`src/rtl/opfetch_pkg.sv`:
```
package opfetch_pkg;

   typedef enum logic {
      PH_OPCODE = 1'b0,
      PH_ARG    = 1'b1
   } phase_e;

   localparam int unsigned DEF_PC_W     = 16;
   localparam int unsigned DEF_OP_W     = 8;
   localparam logic [7:0]  DEF_SB_MASK  = 8'h0D;
   localparam logic [7:0]  DEF_SB_MATCH = 8'h08;
   localparam logic [7:0]  DEF_BRK_OP   = 8'h00;

endpackage

```
`src/rtl/opfetch_phase.sv`:
```
module opfetch_phase
   import opfetch_pkg::*;
(
   input  logic   clk,
   input  logic   rst,
   input  logic   irq_req,
   output phase_e phase,
   output logic   irq_pend,
   output logic   inhibit_q,
   output logic   step_done
);

   phase_e phase_q;

   always_ff @(posedge clk) begin
      if (rst) begin
         phase_q   <= PH_OPCODE;
         irq_pend  <= 1'b0;
         inhibit_q <= 1'b0;
         step_done <= 1'b0;
      end else begin
         phase_q   <= (phase_q == PH_OPCODE) ? PH_ARG : PH_OPCODE;
         // sample only at the instruction boundary
         irq_pend  <= (phase_q == PH_ARG) ? irq_req : 1'b0;
         // carry the honoured interrupt into the second cycle
         inhibit_q <= (phase_q == PH_OPCODE) ? irq_pend : 1'b0;
         step_done <= (phase_q == PH_ARG);
      end
   end

   assign phase = phase_q;

endmodule

```
`src/rtl/opfetch_decode.sv`:
```
module opfetch_decode #(
   parameter int unsigned     OP_W     = 8,
   parameter logic [OP_W-1:0] SB_MASK  = 8'h0D,
   parameter logic [OP_W-1:0] SB_MATCH = 8'h08,
   parameter bit              SB_EN    = 1'b1
) (
   input  logic [OP_W-1:0] op,
   output logic            single
);

   generate
      if (SB_EN) begin : g_pattern
         logic [OP_W-1:0] bit_ok;
         for (genvar b = 0; b < OP_W; b++) begin : g_bit
            if (SB_MASK[b]) begin : g_care
               assign bit_ok[b] = (op[b] == SB_MATCH[b]);
            end else begin : g_dont
               assign bit_ok[b] = 1'b1;
            end
         end
         assign single = &bit_ok;
      end else begin : g_none
         logic unused_op;
         assign unused_op = ^op;
         assign single    = 1'b0;
      end
   endgenerate

endmodule

```
`src/rtl/opfetch_pc.sv`:
```
module opfetch_pc #(
   parameter int unsigned PC_W = 16
) (
   input  logic            clk,
   input  logic            rst,
   input  logic [PC_W-1:0] rst_vec,
   input  logic            step,
   output logic [PC_W-1:0] pc
);

   localparam logic [PC_W-1:0] ONE = PC_W'(1);

   always_ff @(posedge clk) begin
      if (rst)
         pc <= rst_vec;
      else if (step)
         pc <= pc + ONE;
   end

endmodule

```
`src/rtl/opfetch_seq.sv`:
```
module opfetch_seq
   import opfetch_pkg::*;
#(
   parameter int unsigned     PC_W     = DEF_PC_W,
   parameter int unsigned     OP_W     = DEF_OP_W,
   parameter logic [OP_W-1:0] SB_MASK  = DEF_SB_MASK,
   parameter logic [OP_W-1:0] SB_MATCH = DEF_SB_MATCH,
   parameter logic [OP_W-1:0] BRK_OP   = DEF_BRK_OP,
   parameter bit              SB_EN    = 1'b1
) (
   input  logic            clk,
   input  logic            rst,
   input  logic [PC_W-1:0] rst_vec,
   input  logic            irq_req,
   input  logic [OP_W-1:0] mem_rdata,
   output logic [PC_W-1:0] mem_addr,
   output logic [PC_W-1:0] pc_o,
   output logic [OP_W-1:0] ir_o,
   output logic            arg_used,
   output logic            step_done,
   output logic            int_entry
);

   generate
      if (PC_W < 2) begin : g_bad_pc
         $error("opfetch_seq: PC_W must be at least 2");
      end
      if (OP_W < 4) begin : g_bad_op
         $error("opfetch_seq: OP_W must be at least 4");
      end
      if ((SB_MATCH & ~SB_MASK) != '0) begin : g_bad_pat
         $error("opfetch_seq: SB_MATCH has bits outside SB_MASK");
      end
   endgenerate

   phase_e          phase;
   logic            irq_pend;
   logic            inhibit_q;
   logic            single;
   logic            pc_step;
   logic            arg_adv;
   logic [OP_W-1:0] ir_q;
   logic            used_q;
   logic [PC_W-1:0] pc_q;

   opfetch_phase u_phase (
      .clk       (clk),
      .rst       (rst),
      .irq_req   (irq_req),
      .phase     (phase),
      .irq_pend  (irq_pend),
      .inhibit_q (inhibit_q),
      .step_done (step_done)
   );

   opfetch_decode #(
      .OP_W     (OP_W),
      .SB_MASK  (SB_MASK),
      .SB_MATCH (SB_MATCH),
      .SB_EN    (SB_EN)
   ) u_dec (
      .op     (ir_q),
      .single (single)
   );

   // second-cycle step: blocked by the single-byte decode or the interrupt inhibit
   assign arg_adv = !single && !inhibit_q;

   always_comb begin
      unique case (phase)
         PH_OPCODE: pc_step = !irq_pend;
         PH_ARG:    pc_step = arg_adv;
         default:   pc_step = 1'b0;
      endcase
   end

   opfetch_pc #(
      .PC_W (PC_W)
   ) u_pc (
      .clk     (clk),
      .rst     (rst),
      .rst_vec (rst_vec),
      .step    (pc_step),
      .pc      (pc_q)
   );

   always_ff @(posedge clk) begin
      if (rst) begin
         ir_q   <= '0;
         used_q <= 1'b0;
      end else if (phase == PH_OPCODE) begin
         ir_q   <= irq_pend ? BRK_OP : mem_rdata;
      end else begin
         used_q <= arg_adv;
      end
   end

   assign mem_addr  = pc_q;
   assign pc_o      = pc_q;
   assign ir_o      = ir_q;
   assign arg_used  = used_q;
   assign int_entry = inhibit_q;

endmodule

```
`config.mk`:
```
export PLATFORM = sky130hd
export DESIGN_NAME = opfetch_seq
export DESIGN_NICKNAME = d
export VERILOG_FILES = /design/src/rtl/opfetch_pkg.sv /design/src/rtl/opfetch_phase.sv /design/src/rtl/opfetch_decode.sv /design/src/rtl/opfetch_pc.sv /design/src/rtl/opfetch_seq.sv
export SDC_FILE = /design/constraint.sdc
export NUM_CORES = 1
export LEC_CHECK = 0
export BUFFER_PORTS_ARGS = -buffer_cell sky130_fd_sc_hd__clkbuf_2
export CAP_MARGIN = 5
export CORE_MARGIN = 4
export CORE_UTILIZATION = 40
export CTS_BUF_LIST = sky130_fd_sc_hd__clkbuf_8
export DETAILED_ROUTE_END_ITERATION = 12
export GPL_ROUTABILITY_DRIVEN = 0
export HOLD_SLACK_MARGIN = 0.02
export MAX_ROUTING_LAYER = met4
export PLACE_DENSITY = 0.69
export SLEW_MARGIN = 20
export SYNTH_ARGS = -nofsm -noshare
export SYNTH_HDL_FRONTEND = slang
export SYNTH_HIERARCHICAL = 1
export SYNTH_SLANG_ARGS = --single-unit
export TNS_END_PERCENT = 10
```
`constraint.sdc`:
```
create_clock -name clk -period 2.5 [get_ports clk]
set_clock_uncertainty 0.1 [all_clocks]
set_input_delay 0.375 -clock clk [delete_from_list [all_inputs] [get_ports clk]]
set_output_delay 0.375 -clock clk [all_outputs]
set_load 0.03 [all_outputs]
```
==> reports/results.txt, run 1 <==
GRT busiest layer -> met2
Final Max Slew Viols -> 0
Max-cap viol count -> 0
RSZ-0062 raised after global routing -> false
Power Density -> 736 nW/µm²
Req. time, crit path -> 2.33 ns
Fin crit period -> 1.89 ns
Min-Delay Startpoint -> mem_rdata[0]
Peak Freq -> 530 MHz
Clock sinks -> 29
Worst slew margin -> 70.2%
Most common cell in the netlist -> nand2_1
CTS clk-pin slew, worst paths -> 0.06 ns
Largest net degree at the start of global routing -> 21
CTS buffer count -> 5
P_leak -> 0.831 nW
Initial antenna violation count -> 0
Post-DP HPWL -> 2520 µm
Vias in the first global route -> 1,206
# setup viols final -> 0
Tcrit/Tclk final -> 75.4%
ANT nets after route -> 0
Commonest register cell after synthesis -> edfxtp_1
Async S/R FF share, synth -> 0%
DR pass1 iterations -> 4
Met3 GRT Util -> 5.26%
Type of origin of the critical path -> flop
Actual slew at the worst max-slew pin -> 0.446 ns
Cell type with the largest total area after synthesis -> edfxtp_1
CP startpoint -> u_phase/phase$_SDFF_PP0_
CTS Buffer Depth -> 2
Seq/Total Area, Yosys -> 46.8%
GR Util met1 -> 16.9%
Hold Fails Final Rpt -> 0
Ports -> 70
Top cell type's share of synthesized area -> 30.4%
DRT iter0 DRCs -> 43
Top cells by count, synth -> nand2_1, buf_4, edfxtp_1
YS warnings -> 6
Area added between synthesis and finish -> 21.9%
Core Area -> 3740 µm²
Critical Path Fanout Max -> 16
Post-CTS setup buffer count -> 0
Synth Instances -> 155
Layout cells sized above 1 -> 45.3%
Cts hold-fix bufs -> 0
Synthesized area -> 1580 µm²
Global Route Usage Sum -> 13.9%
First-pass GRT wire length -> 5420 µm
Post-synth net total -> 183
Die width -> 70.9 µm
Root Driver -> clkbuf_8
Crit path largest cell delay -> 0.60 ns
#FFs+latches synth -> 29
Maximum VDD drop -> 317 µV
Die area -> 5020 µm²
Initial Util -> 42.2%
Wirelength per Cell -> 12.7 µm
# diodes -> 0
H-tree levels -> 2
Worst Setup Path Type -> reg -> reg
Nets -> 239
CP max stage cell -> dfxtp_1
Site Rows -> 22
Critical Path AT -> 1.72 ns
CTS tree -> done
Number of synthesized flops with an enable pin -> 16
Crit path capture type -> flop
Vias -> 1,258
Routed wire length -> 3300 µm
Final TNS setup -> 0 ns
Avg Cell Area, Syn -> 10.2 µm²
Clock latency on the worst-skew pair -> 0.28 ns
Final Hold Slack -> 0.240 ns
Hold Path Class -> in -> reg
DR DRC count -> 0
DR vias/cell -> 4.84
Met2 usage -> 21.4%
Reg2reg start -> u_phase/phase$_SDFF_PP0_
# resized after CTS -> 0
Global route total overflow -> 0
Synth cell types -> 35
Port Buf Inserts -> 69
Fillers -> 384
Die height -> 70.9 µm
Outcome -> finished, final reports clean
Largest cells by area after synthesis -> edfxtp_1, dfxtp_1, buf_4
Critical-path cell list -> or3b_1, nand2_1, or2_2
## per-layer routing
| metal | up-vias | share of wire (%) |
|---|---|---|
| met5 | - | 0 |
| li1 | 633 | - |
| met2 | 56 | 44 |
| met3 | 4 | 10 |
| met4 | 0 | 1.2 |
| met1 | 565 | 44 |
## through the flow
stage / std cells / cell area (µm²) / total power (W) / setup WS, ns / util (%)
after floorplan: 155 / 1580 / 0.000981 / 0.613 / -
after global placement: 252 / 1840 / 0.00106 / 0.651 / 49.2
after detailed placement: 252 / 1840 / 0.00106 / 0.619 / 49.2
after CTS: 260 / 1930 / 0.00144 / 0.608 / 51.5
after global routing: 260 / 1930 / 0.00149 / 0.459 / 51.5
final: 260 / 1930 / 0.00142 / 0.615 / 51.5
## final cells by class
type / count / area [µm²] / area share [%]
sequential: 29 / 741 / 38.4
multi-input combinational: 102 / 674 / 35.0
tap: 48 / 60.1 / 3.11
clock inverter: 3 / 16.3 / 0.844
inverter: 2 / 7.51 / 0.389
timing repair buffer: 71 / 360 / 18.7
clock buffer: 5 / 68.8 / 3.57
## state kept, by name, summed over array words and instances (netlist names)
register / count
u_pc/pc: 16
ir_o: 8
arg_used: 1
u_phase/inhibit_q: 1
u_phase/irq_pend: 1
u_phase/phase: 1
u_phase/step_done: 1
## kinds of logic (layout without fill, tap and decap cells)
| logic type | after synthesis | count (layout) | synth area share (%) |
|---|---|---|---|
| AND/OR/NAND/NOR | 62 | 62 | 24.2 |
| XOR/XNOR | 14 | 14 | 7.75 |
| adder cells (fa/ha/maj) | 1 | 1 | 0.791 |
| flip-flops | 29 | 29 | 46.8 |
| buffers and inverters | 24 | 81 | 10.5 |
| AO/OA/AOI/OAI | 22 | 22 | 7.75 |
| multiplexers | 3 | 3 | 2.14 |
## layout by cell type, fill, tap and decap left out, types with 2 or more instances in the layout
cell type	instances
xnor2_1	9
clkbuf_2	69
nor2_1	2
edfxtp_1	16
clkbuf_8	5
o21ai_0	7
nand3_1	5
nand2b_1	8
nor3_1	3
nor4_2	5
xor2_1	5
mux2_2	3
dfxtp_1	13
nand2_1	25
clkinv_2	2
inv_1	2
buf_4	2
nand4_1	2
o22ai_1	7
o21ai_1	6
## final timing paths
kind	endpoint	slack, ns	cells past startpoint
setup / recovery	u_pc/pc[8]$_DFFE_PP_	0.61	3
hold / removal	ir_o[0]$_SDFFE_PP0N_	0.24	3
setup reg to reg	u_pc/pc[8]$_DFFE_PP_	0.61	3
hold reg to reg	ir_o[6]$_SDFFE_PP0N_	0.38	2
## report_power, final
group	switching, W	internal (W)	total (W)
registers	0.0000772	0.000567	0.000645
clock network	0.000177	0.000192	0.000370
logic	0.000275	0.000130	0.000405
total	0.000530	0.000889	0.00142
## critical path, delay by kind of cell (launching register included)
| kind | cells | cell delay (ns) |
|---|---|---|
| flip-flops | 1 | 0.60 |
| AND/OR/NAND/NOR | 3 | 0.84 |
(Power assumes the default switching activity.)
==> inputs of run 2 (changes only) <==
Settings changed: PLACE_DENSITY 0.69 to 0.72.
Clock period 2.5 ns to 1.5 ns, I/O delays scaled along.
==> run 2 against run 1 <==
  * The run now ends with negative setup slack left
  * Final cell count increased by 14%
  * Worst hold slack got worse by 0.15 ns
  * First-iteration DRC count increased by 51%
  * Die area unchanged
  * Maximum frequency increased by 16%
  * Critical path type unchanged
  * Critical endpoint is now u_pc/pc[14]$_DFFE_PP_
  * Highest routed layer unchanged
==> reports/results.txt, run 2 (synthesis gave the netlist of run 1 again) <==
Dpl cells -> 283 (was 252)
Max-cap viol count -> 0 (unchanged)
Max reg flops -> 16 (unchanged)
M1 WL -> 1690 µm (was 1470 µm)
Wirelength per Cell -> 13.0 µm (was 12.7 µm)
Clock latency on the worst-skew pair -> 0.28 ns (about the same)
Core Area -> 3740 µm² (unchanged)
Actual slew at the worst max-slew pin -> 0.277 ns (was 0.446 ns)
Met2 routed WL -> 1780 µm (was 1460 µm)
Clock sinks -> 29 (unchanged)
Critical path depth -> 5 (was 3)
Crit path largest cell delay -> 0.45 ns (was 0.60 ns)
Critical Path AT -> 1.55 ns (was 1.72 ns)
Vias -> 1,394 (was 1,258)
Global route total overflow -> 0 (unchanged)
Cell family with most CP delay -> flip-flops (was simple AND/OR/NAND/NOR gates)
Commonest non-fill, non-tap cell in the layout -> clkbuf_2 (unchanged)
Site Rows -> 22 (unchanged)
Final Hold Slack -> 0.0948 ns (was 0.240 ns)
Failing checks -> negative setup slack
FF/Latch Area -> 742 µm² (was 741 µm²)
Initial antenna violation count -> 0 (unchanged)
Met3 wire len -> 350 µm (was 332 µm)
Global Route Usage Sum -> 16.5% (was 13.9%)
Die width -> 70.9 µm (unchanged)
Worst Setup Path Type -> reg -> reg (unchanged)
Critical-path cell list -> nand3_4, buf_6, nor4_4, xnor2_1, o21ai_1 (was or3b_1, nand2_1, or2_2)
Fin util -> 62.3% (was 51.5%)
Final WS setup -> -0.127 ns (was 0.615 ns)
CTS buffer count -> 5 (unchanged)
Initial Util -> 42.2% (unchanged)
Cts hold-fix bufs -> 0 (unchanged)
Area added between synthesis and finish -> 47.5% (was 21.9%)
Ports -> 70 (unchanged)
Hold Path Depth -> 3 (unchanged)
Worst R2R Path Depth -> 5 (was 3)
Layout cells sized above 1 -> 55.2% (was 45.3%)
CTS Buffer Depth -> 2 (unchanged)
Worst slew margin -> 81.4% (was 70.2%)
Routed wire length -> 3840 µm (was 3300 µm)
CTS tree -> done (unchanged)
Port Buf Inserts -> 69 (unchanged)
Nets -> 275 (was 239)
# diodes -> 0 (unchanged)
CP max stage cell -> edfxtp_1 (was dfxtp_1)
Largest net degree at the start of global routing -> 19 (was 21)
DR DRC count -> 0 (unchanged)
DR vias/cell -> 4.71 (was 4.84)
Root Driver -> clkbuf_8 (unchanged)
Tcrit/Tclk final -> 108% (was 75.4%)
Type of origin of the critical path -> flop (unchanged)
Post-Place Setup Slack -> -0.117 ns (was 0.619 ns)
# setup viols final -> 27 (was 0)
Most flop-heavy register -> u_pc/pc (unchanged)
Crit path capture type -> flop (unchanged)
CTS clk-pin slew, worst paths -> 0.06 ns (about the same)
H-tree levels -> 2 (unchanged)
DRT iter0 DRCs -> 65 (was 43)
P_leak -> 1.08 nW (was 0.831 nW)
Hold Path Class -> in -> reg (unchanged)
Vias in the first global route -> 1,378 (was 1,206)
First-pass GRT wire length -> 6390 µm (was 5420 µm)
Req. time, crit path -> 1.42 ns (was 2.33 ns)
Fillers -> 324 (was 384)
Outcome -> finished, violations left (was finished, final reports clean)
Area of the multi-input gates -> 731 µm² (was 674 µm²)
Power Density -> 1130 nW/µm² (was 736 nW/µm²)
Hold Fails Final Rpt -> 0 (unchanged)
Final Max Slew Viols -> 0 (unchanged)
Post-Layout Cell Count -> 296 (was 260)
Post-DP HPWL -> 2800 µm (was 2520 µm)
Peak Freq -> 615 MHz (was 530 MHz)
Die area -> 5020 µm² (unchanged)
Commonest non-fill, non-tap cells in the layout -> clkbuf_2, buf_4, nand2_1 (was clkbuf_2, nand2_1, edfxtp_1)
DR pass1 iterations -> 4 (unchanged)
Fin crit period -> 1.63 ns (was 1.89 ns)
Die height -> 70.9 µm (unchanged)
Maximum VDD drop -> 573 µV (was 317 µV)
RSZ-0062 raised after global routing -> true (was false)
Critical Path Fanout Max -> 4 (was 16)
ANT nets after route -> 0 (unchanged)
CP Buf/Inv Count -> 1 (was 0)
Top layer in use -> met4 (unchanged)
## run 2: timing repair
item                                    4_1_cts  5_1_grt
buffers inserted                              5        0
endpoints found under the setup margin       26       32
resized for setup                            27        4
hold endpoints to repair                      0        0
gates cloned                                  0        0
pin swaps                                    12        1
## run 2: final timing paths
kind / from / end / slack, ns
setup reg to reg: u_pc/pc[7]$_DFFE_PP_ / u_pc/pc[14]$_DFFE_PP_ / -0.13
hold / removal: mem_rdata[5] / ir_o[5]$_SDFFE_PP0N_ / 0.09
setup / recovery: u_pc/pc[7]$_DFFE_PP_ / u_pc/pc[14]$_DFFE_PP_ / -0.13
hold reg to reg: ir_o[1]$_SDFFE_PP0N_ / ir_o[1]$_SDFFE_PP0N_ / 0.37
## run 2: metal layers
metal	GRT usage, %	vias up
li1	-	713
met1	21.1	619
met2	25.3	60
met3	6.11	2
met4	3.13	0
met5	-	-
## run 2: area by class of cell
type | count | share of cell area (%)
well taps | 48 | 2.57
repair buffers | 107 | 30.1
clock inverters | 2 | 0.322
multi-input cells | 102 | 31.3
flip-flops and latches | 29 | 31.8
inverters | 2 | 0.322
clock buffers | 6 | 3.54
## run 2: worst register-to-register path, cell delays in order (launching register included)
cell	delay, ns
edfxtp_1	0.45
nand3_4	0.14
buf_6	0.15
nor4_4	0.31
xnor2_1	0.16
o21ai_1	0.07
## run 2: per-stage QoR
stage / instance area (µm²) / total power (W) / setup TNS, ns
3_3_place_gp: 2090 / 0.00190 / -0.919
3_5_place_dp: 2090 / 0.00191 / -1.49
6_report: 2330 / 0.00263 / -0.896
5_1_grt: 2330 / 0.00276 / -2.99
4_1_cts: 2330 / 0.00263 / -0.902
2_1_floorplan: 1580 / 0.00164 / -6.36
## run 2: report_power, final
group | total [W] | switching [W] | internal, W
clock network | 0.000632 | 0.000273 | 0.000359
logic | 0.000973 | 0.000581 | 0.000392
registers | 0.00102 | 0.0000770 | 0.000945
total | 0.00263 | 0.000931 | 0.00170
